File: src/rtl/dsc_pkg.sv
package dsc_pkg;

  typedef enum logic [1:0] {
    ALU_ADD = 2'd0,
    ALU_SUB = 2'd1,
    ALU_AND = 2'd2,
    ALU_OR  = 2'd3
  } alu_op_e;

  typedef struct packed {
    logic    ext_sign;
    logic    alu_imm;
    alu_op_e alu_op;
    logic    ovf_en;
  } ex_grp_t;

  typedef struct packed {
    logic mem_wr;
    logic branch;
  } mem_grp_t;

  typedef struct packed {
    logic mem_to_reg;
    logic reg_wr;
  } wb_grp_t;

  typedef struct packed {
    ex_grp_t  ex;
    mem_grp_t mem;
    wb_grp_t  wb;
  } ctrl_t;

  localparam int CTRL_W = $bits(ctrl_t);
  localparam int WB_W   = $bits(wb_grp_t);
  localparam int MW_W   = $bits(mem_grp_t) + WB_W;

  localparam int OP_REG   = 0;
  localparam int OP_ADDI  = 1;
  localparam int OP_ORI   = 2;
  localparam int OP_LOAD  = 3;
  localparam int OP_STORE = 4;
  localparam int OP_BEQ   = 5;

  localparam int FN_ADD = 0;
  localparam int FN_SUB = 1;
  localparam int FN_AND = 2;
  localparam int FN_OR  = 3;

endpackage

File: src/rtl/dsc_decoder.sv
module dsc_decoder
  import dsc_pkg::*;
#(
  parameter int OPC_W = 6,
  parameter int FN_W  = 6
) (
  input  logic [OPC_W-1:0] opcode,
  input  logic [FN_W-1:0]  funct,
  output ctrl_t            ctrl,
  output logic             is_branch
);

  always_comb begin
    ctrl      = '0;
    is_branch = 1'b0;
    case (opcode)
      OPC_W'(OP_REG): begin
        case (funct)
          FN_W'(FN_ADD): begin ctrl.ex.alu_op = ALU_ADD; ctrl.ex.ovf_en = 1'b1; ctrl.wb.reg_wr = 1'b1; end
          FN_W'(FN_SUB): begin ctrl.ex.alu_op = ALU_SUB; ctrl.ex.ovf_en = 1'b1; ctrl.wb.reg_wr = 1'b1; end
          FN_W'(FN_AND): begin ctrl.ex.alu_op = ALU_AND; ctrl.wb.reg_wr = 1'b1; end
          FN_W'(FN_OR):  begin ctrl.ex.alu_op = ALU_OR;  ctrl.wb.reg_wr = 1'b1; end
          default: ctrl = '0;
        endcase
      end
      OPC_W'(OP_ADDI): begin
        ctrl.ex.ext_sign = 1'b1;
        ctrl.ex.alu_imm  = 1'b1;
        ctrl.ex.alu_op   = ALU_ADD;
        ctrl.ex.ovf_en   = 1'b1;
        ctrl.wb.reg_wr   = 1'b1;
      end
      OPC_W'(OP_ORI): begin
        ctrl.ex.alu_imm = 1'b1;
        ctrl.ex.alu_op  = ALU_OR;
        ctrl.wb.reg_wr  = 1'b1;
      end
      OPC_W'(OP_LOAD): begin
        ctrl.ex.ext_sign  = 1'b1;
        ctrl.ex.alu_imm   = 1'b1;
        ctrl.ex.alu_op    = ALU_ADD;
        ctrl.wb.mem_to_reg = 1'b1;
        ctrl.wb.reg_wr    = 1'b1;
      end
      OPC_W'(OP_STORE): begin
        ctrl.ex.ext_sign = 1'b1;
        ctrl.ex.alu_imm  = 1'b1;
        ctrl.ex.alu_op   = ALU_ADD;
        ctrl.mem.mem_wr  = 1'b1;
      end
      OPC_W'(OP_BEQ): begin
        ctrl.ex.alu_op  = ALU_SUB;
        ctrl.mem.branch = 1'b1;
        is_branch       = 1'b1;
      end
      default: ctrl = '0;
    endcase
  end

endmodule

File: src/rtl/dsc_shadow.sv
module dsc_shadow (
  input  logic clk,
  input  logic rst_n,
  input  logic fetch_valid,
  input  logic stall,
  input  logic flush,
  input  logic branch_dec,
  input  logic regs_equal,
  output logic dec_valid,
  output logic pc_sel,
  output logic issue
);

  logic dec_valid_q, dec_valid_d;
  logic redir_q, redir_d;
  logic taken;

  assign issue = dec_valid_q & ~stall & ~flush;
  assign taken = issue & branch_dec & regs_equal;

  always_comb begin
    if (flush) begin
      dec_valid_d = 1'b0;
      redir_d     = 1'b0;
    end else if (stall) begin
      dec_valid_d = dec_valid_q;
      redir_d     = redir_q;
    end else begin
      dec_valid_d = fetch_valid & ~redir_q;
      redir_d     = taken;
    end
  end

  always_ff @(posedge clk or negedge rst_n) begin
    if (!rst_n) begin
      dec_valid_q <= 1'b0;
      redir_q     <= 1'b0;
    end else begin
      dec_valid_q <= dec_valid_d;
      redir_q     <= redir_d;
    end
  end

  assign dec_valid = dec_valid_q;
  assign pc_sel    = redir_q;

  AST_SHADOW_SQUASH: assert property (@(posedge clk) disable iff (!rst_n)
    (pc_sel && !stall) |=> !dec_valid);
  AST_STALL_HOLD: assert property (@(posedge clk) disable iff (!rst_n)
    (stall && !flush) |=> ($stable(dec_valid) && $stable(pc_sel)));
  AST_FLUSH_CLEAR: assert property (@(posedge clk) disable iff (!rst_n)
    flush |=> (!dec_valid && !pc_sel));

endmodule

File: src/rtl/dsc_stage_reg.sv
module dsc_stage_reg #(
  parameter int W = 4
) (
  input  logic         clk,
  input  logic         rst_n,
  input  logic         vin,
  input  logic [W-1:0] d,
  output logic         vq,
  output logic [W-1:0] q
);

  logic         v_d;
  logic [W-1:0] q_d;

  always_comb begin
    v_d = vin;
    q_d = vin ? d : '0;
  end

  always_ff @(posedge clk or negedge rst_n) begin
    if (!rst_n) begin
      vq <= 1'b0;
      q  <= '0;
    end else begin
      vq <= v_d;
      q  <= q_d;
    end
  end

endmodule

File: src/rtl/dsc_pipe_ctrl.sv
module dsc_pipe_ctrl
  import dsc_pkg::*;
#(
  parameter int OPC_W = 6,
  parameter int FN_W  = 6
) (
  input  logic             clk,
  input  logic             rst_n,
  input  logic             fetch_valid,
  input  logic [OPC_W-1:0] opcode,
  input  logic [FN_W-1:0]  funct,
  input  logic             regs_equal,
  input  logic             stall,
  input  logic             flush,
  output logic             pc_sel,
  output logic             dec_valid,
  output logic             ex_valid,
  output logic             ex_ext_sign,
  output logic             ex_alu_imm,
  output logic [1:0]       ex_alu_op,
  output logic             ex_ovf_en,
  output logic             mem_valid,
  output logic             mem_wr,
  output logic             mem_branch,
  output logic             wb_valid,
  output logic             wb_mem_to_reg,
  output logic             wb_reg_wr
);

  ctrl_t             dec_ctrl;
  logic              dec_branch;
  logic              issue;
  logic [CTRL_W-1:0] ex_bits;
  ctrl_t             ex_ctrl;
  logic [MW_W-1:0]   mem_bits;
  logic [WB_W-1:0]   wb_bits;
  mem_grp_t          mem_grp;
  wb_grp_t           wb_grp;

  dsc_decoder #(.OPC_W(OPC_W), .FN_W(FN_W)) u_dec (
    .opcode    (opcode),
    .funct     (funct),
    .ctrl      (dec_ctrl),
    .is_branch (dec_branch)
  );

  dsc_shadow u_shadow (
    .clk         (clk),
    .rst_n       (rst_n),
    .fetch_valid (fetch_valid),
    .stall       (stall),
    .flush       (flush),
    .branch_dec  (dec_branch),
    .regs_equal  (regs_equal),
    .dec_valid   (dec_valid),
    .pc_sel      (pc_sel),
    .issue       (issue)
  );

  dsc_stage_reg #(.W(CTRL_W)) u_ex_reg (
    .clk (clk), .rst_n (rst_n),
    .vin (issue), .d (dec_ctrl),
    .vq  (ex_valid), .q (ex_bits)
  );

  assign ex_ctrl = ctrl_t'(ex_bits);

  dsc_stage_reg #(.W(MW_W)) u_mem_reg (
    .clk (clk), .rst_n (rst_n),
    .vin (ex_valid), .d ({ex_ctrl.mem, ex_ctrl.wb}),
    .vq  (mem_valid), .q (mem_bits)
  );

  assign mem_grp = mem_grp_t'(mem_bits[MW_W-1:WB_W]);

  dsc_stage_reg #(.W(WB_W)) u_wb_reg (
    .clk (clk), .rst_n (rst_n),
    .vin (mem_valid), .d (mem_bits[WB_W-1:0]),
    .vq  (wb_valid), .q (wb_bits)
  );

  assign wb_grp = wb_grp_t'(wb_bits);

  assign ex_ext_sign   = ex_ctrl.ex.ext_sign;
  assign ex_alu_imm    = ex_ctrl.ex.alu_imm;
  assign ex_alu_op     = ex_ctrl.ex.alu_op;
  assign ex_ovf_en     = ex_ctrl.ex.ovf_en;
  assign mem_wr        = mem_grp.mem_wr;
  assign mem_branch    = mem_grp.branch;
  assign wb_mem_to_reg = wb_grp.mem_to_reg;
  assign wb_reg_wr     = wb_grp.reg_wr;

  AST_PIPE_ADVANCE: assert property (@(posedge clk) disable iff (!rst_n)
    1'b1 |=> ((mem_valid == $past(ex_valid)) && (wb_valid == $past(mem_valid))));
  AST_EX_BUBBLE: assert property (@(posedge clk) disable iff (!rst_n)
    (stall || flush) |=> (!ex_valid && !ex_ovf_en && !ex_alu_imm));
  AST_REDIRECT_SRC: assert property (@(posedge clk) disable iff (!rst_n)
    $rose(pc_sel) |-> (ex_valid && ex_ctrl.mem.branch));
  AST_WB_FROM_MEM: assert property (@(posedge clk) disable iff (!rst_n)
    1'b1 |=> (wb_reg_wr == $past(mem_bits[0])));

endmodule

File: config.mk
export PLATFORM = sky130hd
export DESIGN_NAME = dsc_pipe_ctrl
export DESIGN_NICKNAME = d
export VERILOG_FILES = /design/src/rtl/dsc_pkg.sv /design/src/rtl/dsc_decoder.sv /design/src/rtl/dsc_shadow.sv /design/src/rtl/dsc_stage_reg.sv /design/src/rtl/dsc_pipe_ctrl.sv
export SDC_FILE = /design/constraint.sdc
export NUM_CORES = 1
export LEC_CHECK = 0
export CAP_MARGIN = 20
export CORE_MARGIN = 8
export CORE_UTILIZATION = 58
export DETAILED_ROUTE_END_ITERATION = 8
export DONT_BUFFER_PORTS = 1
export GPL_TIMING_DRIVEN = 0
export HOLD_SLACK_MARGIN = 0.03
export PLACE_DENSITY = 0.71
export REMOVE_ABC_BUFFERS = 1
export SLEW_MARGIN = 0
export SYNTH_ARGS = -nofsm -noshare
export SYNTH_HDL_FRONTEND = slang
export SYNTH_HIERARCHICAL = 1
export SYNTH_SLANG_ARGS = --single-unit
File: constraint.sdc
create_clock -name clk -period 1.46 [get_ports clk]
set_input_delay 0.146 -clock clk [delete_from_list [all_inputs] [get_ports clk]]
set_output_delay 0.146 -clock clk [all_outputs]
set_load 0.02 [all_outputs]
# Word-level counts from Yosys, hierarchy flattened

Index checks and enable logic that the tools add are counted.

Bits of input ports: 18
Logic and storage cells: 50
Register bits after elaboration: 20

Equal/unequal tests: 9
Muxes and demuxes: 18
Reduce and logical (&&, ||, !) cells: 7
Bitwise operators: 8

Operators with widths:

| operator             | count |
|---|---|
| $eq A6 B2 Y1 const B | 4 |
| $eq A6 B1 Y1 const B | 2 |
| $eq A6 B3 Y1 const B | 2 |
| $logic_not A6 Y1     | 2 |
| $pmux W2 S3          | 2 |
| $mux W1              | 11 |
| $mux W9              | 1 |
| $reduce_or A4 Y1     | 2 |
| $reduce_or A3 Y1     | 2 |
| $and A1 B1 Y1        | 5 |
| $mux W4              | 1 |
| $pmux W1 S2          | 2 |
| $not A1 Y1           | 3 |
| $mux W2              | 1 |
| $ne A2 B1 Y1 const B | 1 |
| $reduce_or A2 Y1     | 1 |

# Longest topological paths before layout

Gate-level depths: netlist (run 1).

Depth after elaboration: 7
Mapped depth: 5
Gate-level depth less buffers: 4

# By module

Netlist (run 1), hierarchy kept.

Modules (own cells, without submodules):

| module                     | cells each | area each (um^2) | instances |
|---|---|---|---|
| dsc_stage_reg at u_ex_reg  | 19         | 306.5            | 1 |
| dsc_decoder                | 28         | 172.7            | 1 |
| dsc_stage_reg at u_mem_reg | 9          | 150.1            | 1 |
| dsc_shadow                 | 9          | 92.6             | 1 |
| dsc_stage_reg at u_wb_reg  | 5          | 87.6             | 1 |

# Worst setup path after synthesis (run 1)

Ideal clock, no wire load.

Kind: register -> register
From: register u_shadow.dec_valid_q, in the netlist u_shadow/dec_valid
To: register u_ex_reg.q[0]
Arrival: 1,123 ps
Setup slack: 269 ps
Stages on the path, launching flop included: 3
Setup time: 68 ps
Data required time: 1,392 ps
Buffers on the path: 0
Cell sequence: dfrtp_1 -> nor3b_1 -> and2_1

Longest elaborated chain between the ends: 3

Ends and longest elaborated chain:

| item                        | line                | RTL |
|---|---|---|
| from (decl)                 | dsc_shadow.sv:14    | `logic dec_valid_q, dec_valid_d;` |
| from (signal assigned)      | dsc_shadow.sv:39    | `dec_valid_q <= dec_valid_d;` |
| $and A1 B1 Y1 (2 in series) | dsc_shadow.sv:18    | `assign issue = dec_valid_q & ~stall & ~flush;` |
| named net issue             | dsc_pipe_ctrl.sv:32 | `logic issue;` |
| $mux W9                     | dsc_stage_reg.sv:17 | `q_d = vin ? d : '0;` |
| named net u_ex_reg.q_d[0]   | dsc_stage_reg.sv:13 | `logic [W-1:0] q_d;` |
| to (signal assigned)        | dsc_stage_reg.sv:26 | `q <= q_d;` |
| to (decl)                   | dsc_stage_reg.sv:9  | `output logic [W-1:0] q` |

The timed path passes the listed nets, and every way through them passes these cells.
A chain may end at the register's enable or synchronous reset.

==> Implementation_results.wiki, run 1 <==
{| class="wikitable"
! Metric !! Value
|-
| Final setup skew || 0.00565 ns
|-
| Violation count after the first detailed-route iteration || 12
|-
| Register bit count reported by yosys || 20
|-
| Share of synthesized area spent on multiplexers || 0%
|-
| Count of input and output buffers || 0
|-
| Share of the synthesized area in the top cell type || 61.8%
|-
| Number of different library cells in the post-synthesis netlist || 20
|-
| Detailed Route WL || 1360 µm
|-
| Final Cell Area || 901 µm²
|-
| Final setup violating endpoints || 0
|-
| CTS Buffer Depth || 2
|-
| GPL Wtd Cong || 0.685
|-
| Master cell of the clock root buffer || clkbuf_4
|-
| Net total in the final layout || 93
|-
| Vias/cell || 5.74
|-
| Clk Latency, worst-skew pair || 0.29 ns
|-
| Number of buffers created by CTS || 3
|-
| Cell with the most instances after synthesis || dfrtp_1
|-
| Critical path capture point type || register
|-
| Number of setup buffers added after CTS || 0
|-
| First-pass iteration count of the detailed router || 4
|-
| Class of the worst hold path || input port to register
|-
| Unrepaired setup endpoints after global routing || false
|-
| Leakage power of the design || 0.416 nW
|-
| Avg Synthesized Cell Area || 11.6 µm²
|-
| Initial antenna violation count || 0
|-
| Area of the core || 1300 µm²
|-
| Number of rows in the core area || 13
|-
| Overflow left after global routing || 0
|-
| H-tree levels || 1
|-
| TritonCTS clock tree || done
|-
| TritonCTS Sinks || 20
|-
| Count of placed standard cells including taps || 81
|-
| Area fraction in compound gates after synthesis || 3.86%
|-
| Run status || complete, no violations
|-
| Pwr per Cell Area || 1160 nW/µm²
|-
| Total I/O pin count || 32
|-
| Measured slew at the worst slew-check pin || 0.841 ns
|-
| Via count of the first global-routing pass || 476
|-
| Width of the chip || 53.4 µm
|-
| Total number of vias || 511
|-
| Synth area leaders || dfrtp_1, and2_1, nor4_2
|-
| GRT Total Usage || 10.3%
|-
| Number of max-capacitance violations reported || 0
|-
| Area of the die || 2850 µm²
|-
| Worst voltage drop across the vdd grid || 752 µV
|-
| Post-synthesis adder-cell area fraction || 0%
|-
| Height of the chip || 53.4 µm
|-
| Antenna cell count || 0
|-
| Total cell area at the placement stage || 802 µm²
|-
| Clock slew seen by the registers of the worst setup and hold paths || 0.11 ns
|-
| XOR/XNOR share of the synthesized area || 1.08%
|-
| Count of nets left with antenna violations after detail routing || 0
|-
| Post-route fraction of the period consumed by the critical path || 93.1%
|-
| Simple-Gate Fraction of Synth Area || 29.5%
|-
| Global-route wire length before repair || 2120 µm
|-
| Worst slew margin relative to its limit || 43.7%
|-
| Primary flip-flop cell chosen by synthesis mapping || dfrtp_1
|-
| Initial standard-cell utilization of the core || 62.2%
|-
| Top cells by instance count after synthesis || dfrtp_1, and2_1, a21oi_1, nand2_1, nor2_1
|-
| Detailed placement HPWL || 983 µm
|-
| Cell type contributing the most total cell area after synthesis || dfrtp_1
|-
| Number of enable-type register cells in the synthesized netlist || 0
|-
| Post-Syn Area || 810 µm²
|-
| Final instance count without filler cells || 89
|-
| Worst hold slack || 0.0439 ns
|-
| Syn Inst Count || 70
|-
| Pin count of the biggest net entering global routing || 21
|-
| WL/cell || 15.3 µm
|-
| Worst path setup slack after routing || 0.101 ns
|-
| Achievable Freq || 736 MHz
|-
| Hold violation total from the final report || 0
|-
| Biggest fanout along the worst timing path || 3
|-
| Critical Path RT || 1.69 ns
|-
| Layout overhead on the synthesized area || 11.3%
|-
| Share of synthesized flip-flops with an asynchronous set or reset || 100%
|-
| Final worst path period need || 1.36 ns
|-
| Share of post-route cells with drive strength above 1 || 13.5%
|-
| Register area || 502 µm²
|-
| Critical Path Start Type || register
|-
| Drt drc || 0
|-
| Worst Path Class, Setup || register to register
|-
| Main combinational cell family by area after synthesis || simple AND/OR/NAND/NOR gates
|-
| Part of the Yosys area used for sequential elements || 61.8%
|-
| Warnings, synthesis || 6
|-
| Area of combinational cells with multiple inputs || 284 µm²
|-
| Fill count || 92
|-
| Crit path arrival time || 1.59 ns
|-
| Max-slew violations || 0
|-
| Worst slack at placement || -0.0609 ns
|}
metrics by stage:
step | utilization [%] | power, mW | TNS (ns)
global placement | 61.6 | 0.601 | -0.169
floorplan | - | 0.598 | 0
CTS | 69.1 | 1.05 | 0
detailed placement | 61.6 | 0.602 | -0.447
finish | 69.2 | 1.04 | 0
global route | 69.2 | 1.08 | 0
placed cells by master (no fill, tap or decap):
master,netlist,layout
or3b_1,1,1
nor3b_2,0,1
a21oi_1,5,5
and2_1,15,15
nor4_2,3,3
nand3_1,1,1
nor2_1,5,5
bufinv_16,0,1
or3_4,1,1
dlygate4sd3_1,0,4
nand4b_1,1,1
nand2b_1,1,1
nand2_1,5,5
dfrtp_1,20,19
nand3b_1,1,1
inv_1,1,1
dfrtp_2,0,1
clkbuf_4,0,3
xor2_1,1,1
a31oi_1,1,1
nor3_1,3,3
logic make-up after synthesis:
| logic type | count (synthesis) |
|---|---|
| AO/OA/AOI/OAI | 6 |
| flip-flops | 20 |
| XOR/XNOR | 1 |
| buffers and inverters | 5 |
| AND/OR/NAND/NOR | 38 |
routing by layer:
layer | up-vias | wire (µm) | track usage [%]
li1 | 238 | - | -
met2 | 34 | 561 | 12.9
met4 | 0 | 55 | 9.66
met1 | 233 | 543 | 12.4
met5 | - | 0 | 0
met3 | 6 | 203 | 4.76
power breakdown:
group          switching (mW)  internal, mW  leakage, nW
clock network           0.154         0.277       0.0279
logic                  0.0253        0.0188        0.111
registers             0.00763         0.557        0.277
critical path, cell delays in order (launching register included):
cell           delay [ns]
dfrtp_1              0.49
nand2_1              0.09
a21oi_1              0.14
dlygate4sd3_1        0.58
state kept, by name (all words and copies together) (netlist names):
register            count
u_ex_reg/q              9
u_ex_reg/vq             1
u_mem_reg/q             4
u_mem_reg/vq            1
u_shadow/dec_valid      1
u_shadow/pc_sel         1
u_wb_reg/q              2
u_wb_reg/vq             1
path summary, 6_finish.rpt:
| check | start | end | slack [ns] | cells past startpoint |
|---|---|---|---|---|
| min in group asynchronous | rst_n | u_wb_reg/vq | 0.39 | 1 |
| max in group asynchronous | rst_n | u_shadow/dec_valid | 0.50 | 1 |
| min | opcode[0] | u_ex_reg/q[6] | 0.04 | 2 |
| max reg2reg | u_shadow/pc_sel | u_shadow/pc_sel | 0.10 | 3 |
| min reg2reg | u_mem_reg/q[0] | u_wb_reg/q[0] | 0.46 | 1 |
| max | u_shadow/pc_sel | u_shadow/pc_sel | 0.10 | 3 |
final cells by class:
type / count / share of cell area (%)
inverters: 1 / 0.417
clock buffers: 3 / 2.50
well taps: 15 / 2.08
flip-flops and latches: 20 / 55.7
repair buffers: 4 / 4.44
multi-input cells: 45 / 31.5
clock inverters: 1 / 3.33
timing repair:
action	in CTS	in global routing
hold buffers	4	0
setup endpoints to repair	9	1
hold endpoints to repair	23	0
resized for setup	1	1
Note: power is estimated with default switching activity, not from simulation.
==> inputs of run 2 (changes only) <==
CORE_UTILIZATION = 57   (was 58)
PLACE_DENSITY = 0.72   (was 0.71)
SYNTH_HIERARCHICAL = not set   (was 1)
==> Implementation_results.wiki, run 2 <==
{| class="wikitable"
! Metric !! Value
|-
| Layout overhead on the synthesized area || 12.9%
|-
| Count of placed standard cells including taps || 72 (-11%)
|-
| Final setup violating endpoints || 0 (unchanged)
|-
| Area of the core || 1280 µm² (-1.3%)
|-
| Number of max-capacitance violations reported || 0 (unchanged)
|-
| Overflow left after global routing || 0 (unchanged)
|-
| Critical path capture point type || register
|-
| Flip-flop count of the largest register, all copies and words added || 9 (unchanged)
|-
| Warnings, synthesis || 0 (-6)
|-
| Worst voltage drop across the vdd grid || 708 µV (-5.8%)
|-
| H-tree levels || 1 (unchanged)
|-
| Critical Path Start Type || register
|-
| Via count of the first global-routing pass || 519 (+9.0%)
|-
| CP max stage delay || 0.50 ns (-0.08 ns)
|-
| Drt drc || 0 (unchanged)
|-
| Number of buffers created by CTS || 3 (unchanged)
|-
| Total number of vias || 469 (-8.2%)
|-
| Number of different library cells in the post-synthesis netlist || 19 (-5.0%)
|-
| Number of rows in the core area || 13 (unchanged)
|-
| Pwr per Cell Area || 1050 nW/µm² (-9.1%)
|-
| WL/cell || 17.4 µm (+14%)
|-
| Worst path top cell family by delay || simple AND/OR/NAND/NOR gates
|-
| Class of the worst hold path || input port to register
|-
| Global-route wire length before repair || 2280 µm (+7.5%)
|-
| Worst slew margin relative to its limit || 43.7% (about the same)
|-
| Register bit count reported by yosys || 20 (unchanged)
|-
| Combined buffer and inverter count along the critical path || 0 (-1)
|-
| Cell type contributing the most total cell area after synthesis || dfrtp_1
|-
| Syn Inst Count || 60 (-14%)
|-
| Detailed Route WL || 1460 µm (+7.3%)
|-
| Cell with the most instances after synthesis || dfrtp_1
|-
| Share of post-route cells with drive strength above 1 || 14.5% (+0.98 points)
|-
| R2R Setup Slk || 0.16 ns (+0.06 ns)
|-
| Unrepaired setup endpoints after global routing || false
|-
| Height of the chip || 52.9 µm (-0.88%)
|-
| TritonCTS Sinks || 20 (unchanged)
|-
| Largest register by flop count || u_ex_reg.q
|-
| Worst path setup slack after routing || 0.157 ns (+0.0559 ns)
|-
| Net total in the final layout || 88 (-5.4%)
|-
| Area of the die || 2800 µm² (-1.8%)
|-
| Antenna cell count || 0 (unchanged)
|-
| Total I/O pin count || 32 (unchanged)
|-
| Leakage power of the design || 0.415 nW (-0.36%)
|-
| Post-layout utilization of the core || 68.2% (-1.1 points)
|-
| GRT Total Usage || 11.2% (+0.88 points)
|-
| GPL Wtd Cong || 0.663 (-3.2%)
|-
| Power Total || 0.920 mW (-12%)
|-
| Most common cell after layout, fill and taps aside || dfrtp_1
|-
| Post-Syn Area || 776 µm² (-4.2%)
|-
| Detailed placement HPWL || 1060 µm (+7.8%)
|-
| Avg Synthesized Cell Area || 12.9 µm² (+12%)
|-
| Primary flip-flop cell chosen by synthesis mapping || dfrtp_1
|-
| Number of enable-type register cells in the synthesized netlist || 0 (unchanged)
|-
| Final setup skew || 0.00664 ns (+0.000988 ns)
|-
| Max-slew violations || 0 (unchanged)
|-
| Count of nets left with antenna violations after detail routing || 0 (unchanged)
|-
| Biggest fanout along the worst timing path || 8 (+5)
|-
| Hold violation total from the final report || 0 (unchanged)
|-
| TritonCTS clock tree || done
|-
| Violation count after the first detailed-route iteration || 9 (-3)
|-
| Crit path arrival time || 1.49 ns (-0.10 ns)
|-
| Part of the Yosys area used for sequential elements || 64.5% (+2.7 points)
|-
| List of cells traversed by the critical path || nor3b_4, nand2_2, nor4_2
|-
| Vias/cell || 5.58 (-2.8%)
|-
| Final worst path period need || 1.30 ns (-0.0559 ns)
|-
| Count of input and output buffers || 0 (unchanged)
|-
| Run status || complete, no violations
|-
| Master cell of the clock root buffer || clkbuf_4
|-
| Measured slew at the worst slew-check pin || 0.842 ns (+0.000304 ns)
|-
| Commonest cells after routing, fill and taps aside || dfrtp_1, dlygate4sd3_1, and2_1, nor2_1, a21oi_1
|-
| Top cells by instance count after synthesis || dfrtp_1, and2_1, nor2_1
|-
| Clk Latency, worst-skew pair || 0.29 ns (about the same)
|-
| Share of the synthesized area in the top cell type || 64.5% (+2.7 points)
|-
| Synth area leaders || dfrtp_1, and2_1, nor4_2
|-
| First-pass iteration count of the detailed router || 4 (unchanged)
|-
| Initial antenna violation count || 0 (unchanged)
|-
| Initial standard-cell utilization of the core || 60.4% (-1.8 points)
|-
| Critical Path RT || 1.65 ns (-0.04 ns)
|-
| Setup TNS Final || 0 ns (unchanged)
|-
| Share of synthesized flip-flops with an asynchronous set or reset || 100% (unchanged)
|-
| Clock slew seen by the registers of the worst setup and hold paths || 0.10 ns (about the same)
|-
| CTS Buffer Depth || 2 (unchanged)
|-
| Number of setup buffers added after CTS || 0 (unchanged)
|-
| Fill count || 90 (-2.2%)
|-
| Post-route fraction of the period consumed by the critical path || 89.2% (-3.8 points)
|-
| Width of the chip || 52.9 µm (-0.88%)
|-
| Leading registers by flop count || u_ex_reg.q: 9 flops, u_mem_reg.q: 4 flops, u_wb_reg.q: 2 flops
|-
| Final instance count without filler cells || 84 (-5.6%)
|-
| Achievable Freq || 767 MHz (+4.3%)
|-
| Slowest stage cell, crit path || dfrtp_1
|-
| Worst Path Class, Setup || register to register
|-
| Pin count of the biggest net entering global routing || 21 (unchanged)
|-
| Worst slack at placement || 0.197 ns (+0.258 ns)
|}
## run 2: per-layer routing
| metal | global-route usage (%) | routed length, µm |
|---|---|---|
| met2 | 17.4 | 720 |
| met4 | 8.62 | 40 |
| met3 | 4.48 | 171 |
| met5 | 0 | 0 |
| met1 | 11.7 | 529 |
## run 2: logic make-up after synthesis
group / synth area share [%]
xor gates and xnor gates: 1.13
and+or+nand+nor: 23.4
DFF: 64.5
buffers and inverters: 5.48
AOI/OAI and AO/OA: 5.48
## run 2: final cells by class
type	count	area, µm²	share of cell area (%)
Sequential cell	20	500	57.1
Inverter	2	7.51	0.857
Timing Repair Buffer	8	80.1	9.14
Tap cell	15	18.8	2.14
Multi-Input combinational cell	35	233	26.6
Clock buffer	4	36.3	4.14
## run 2: timing repair
item                      4_1_cts  5_1_grt
hold buffers                    8        0
resized for setup               0        0
hold endpoints to repair       31        0
## run 2: stage by stage
stage / instance area, µm² / hold WS, ns
3_5_place_dp: 759 / -0.149
6_report: 876 / 0.0322
3_3_place_gp: 759 / -0.149
4_1_cts: 876 / 0.0301
2_1_floorplan: 741 / -0.150
5_1_grt: 876 / 0.0381
## run 2: worst paths after layout
check,end,cells after the start,startpoint
worst max-delay path,u_ex_reg.q[4],3,u_shadow.dec_valid
worst min-delay path,u_shadow.pc_sel,1,stall
worst max register to register,u_ex_reg.q[4],3,u_shadow.dec_valid
worst min register to register,u_wb_reg.q[1],1,u_mem_reg.q[1]
max in group asynchronous,u_ex_reg.q[4],1,rst_n
min in group asynchronous,u_wb_reg.vq,1,rst_n
## run 2: power by group
group	total, mW	switching [mW]	internal [mW]	leakage, nW
Clock	0.300	0.148	0.152	0.0210
Sequential	0.564	0.00736	0.557	0.278
Combinational	0.0561	0.0299	0.0262	0.115
Total	0.920	0.185	0.735	0.415
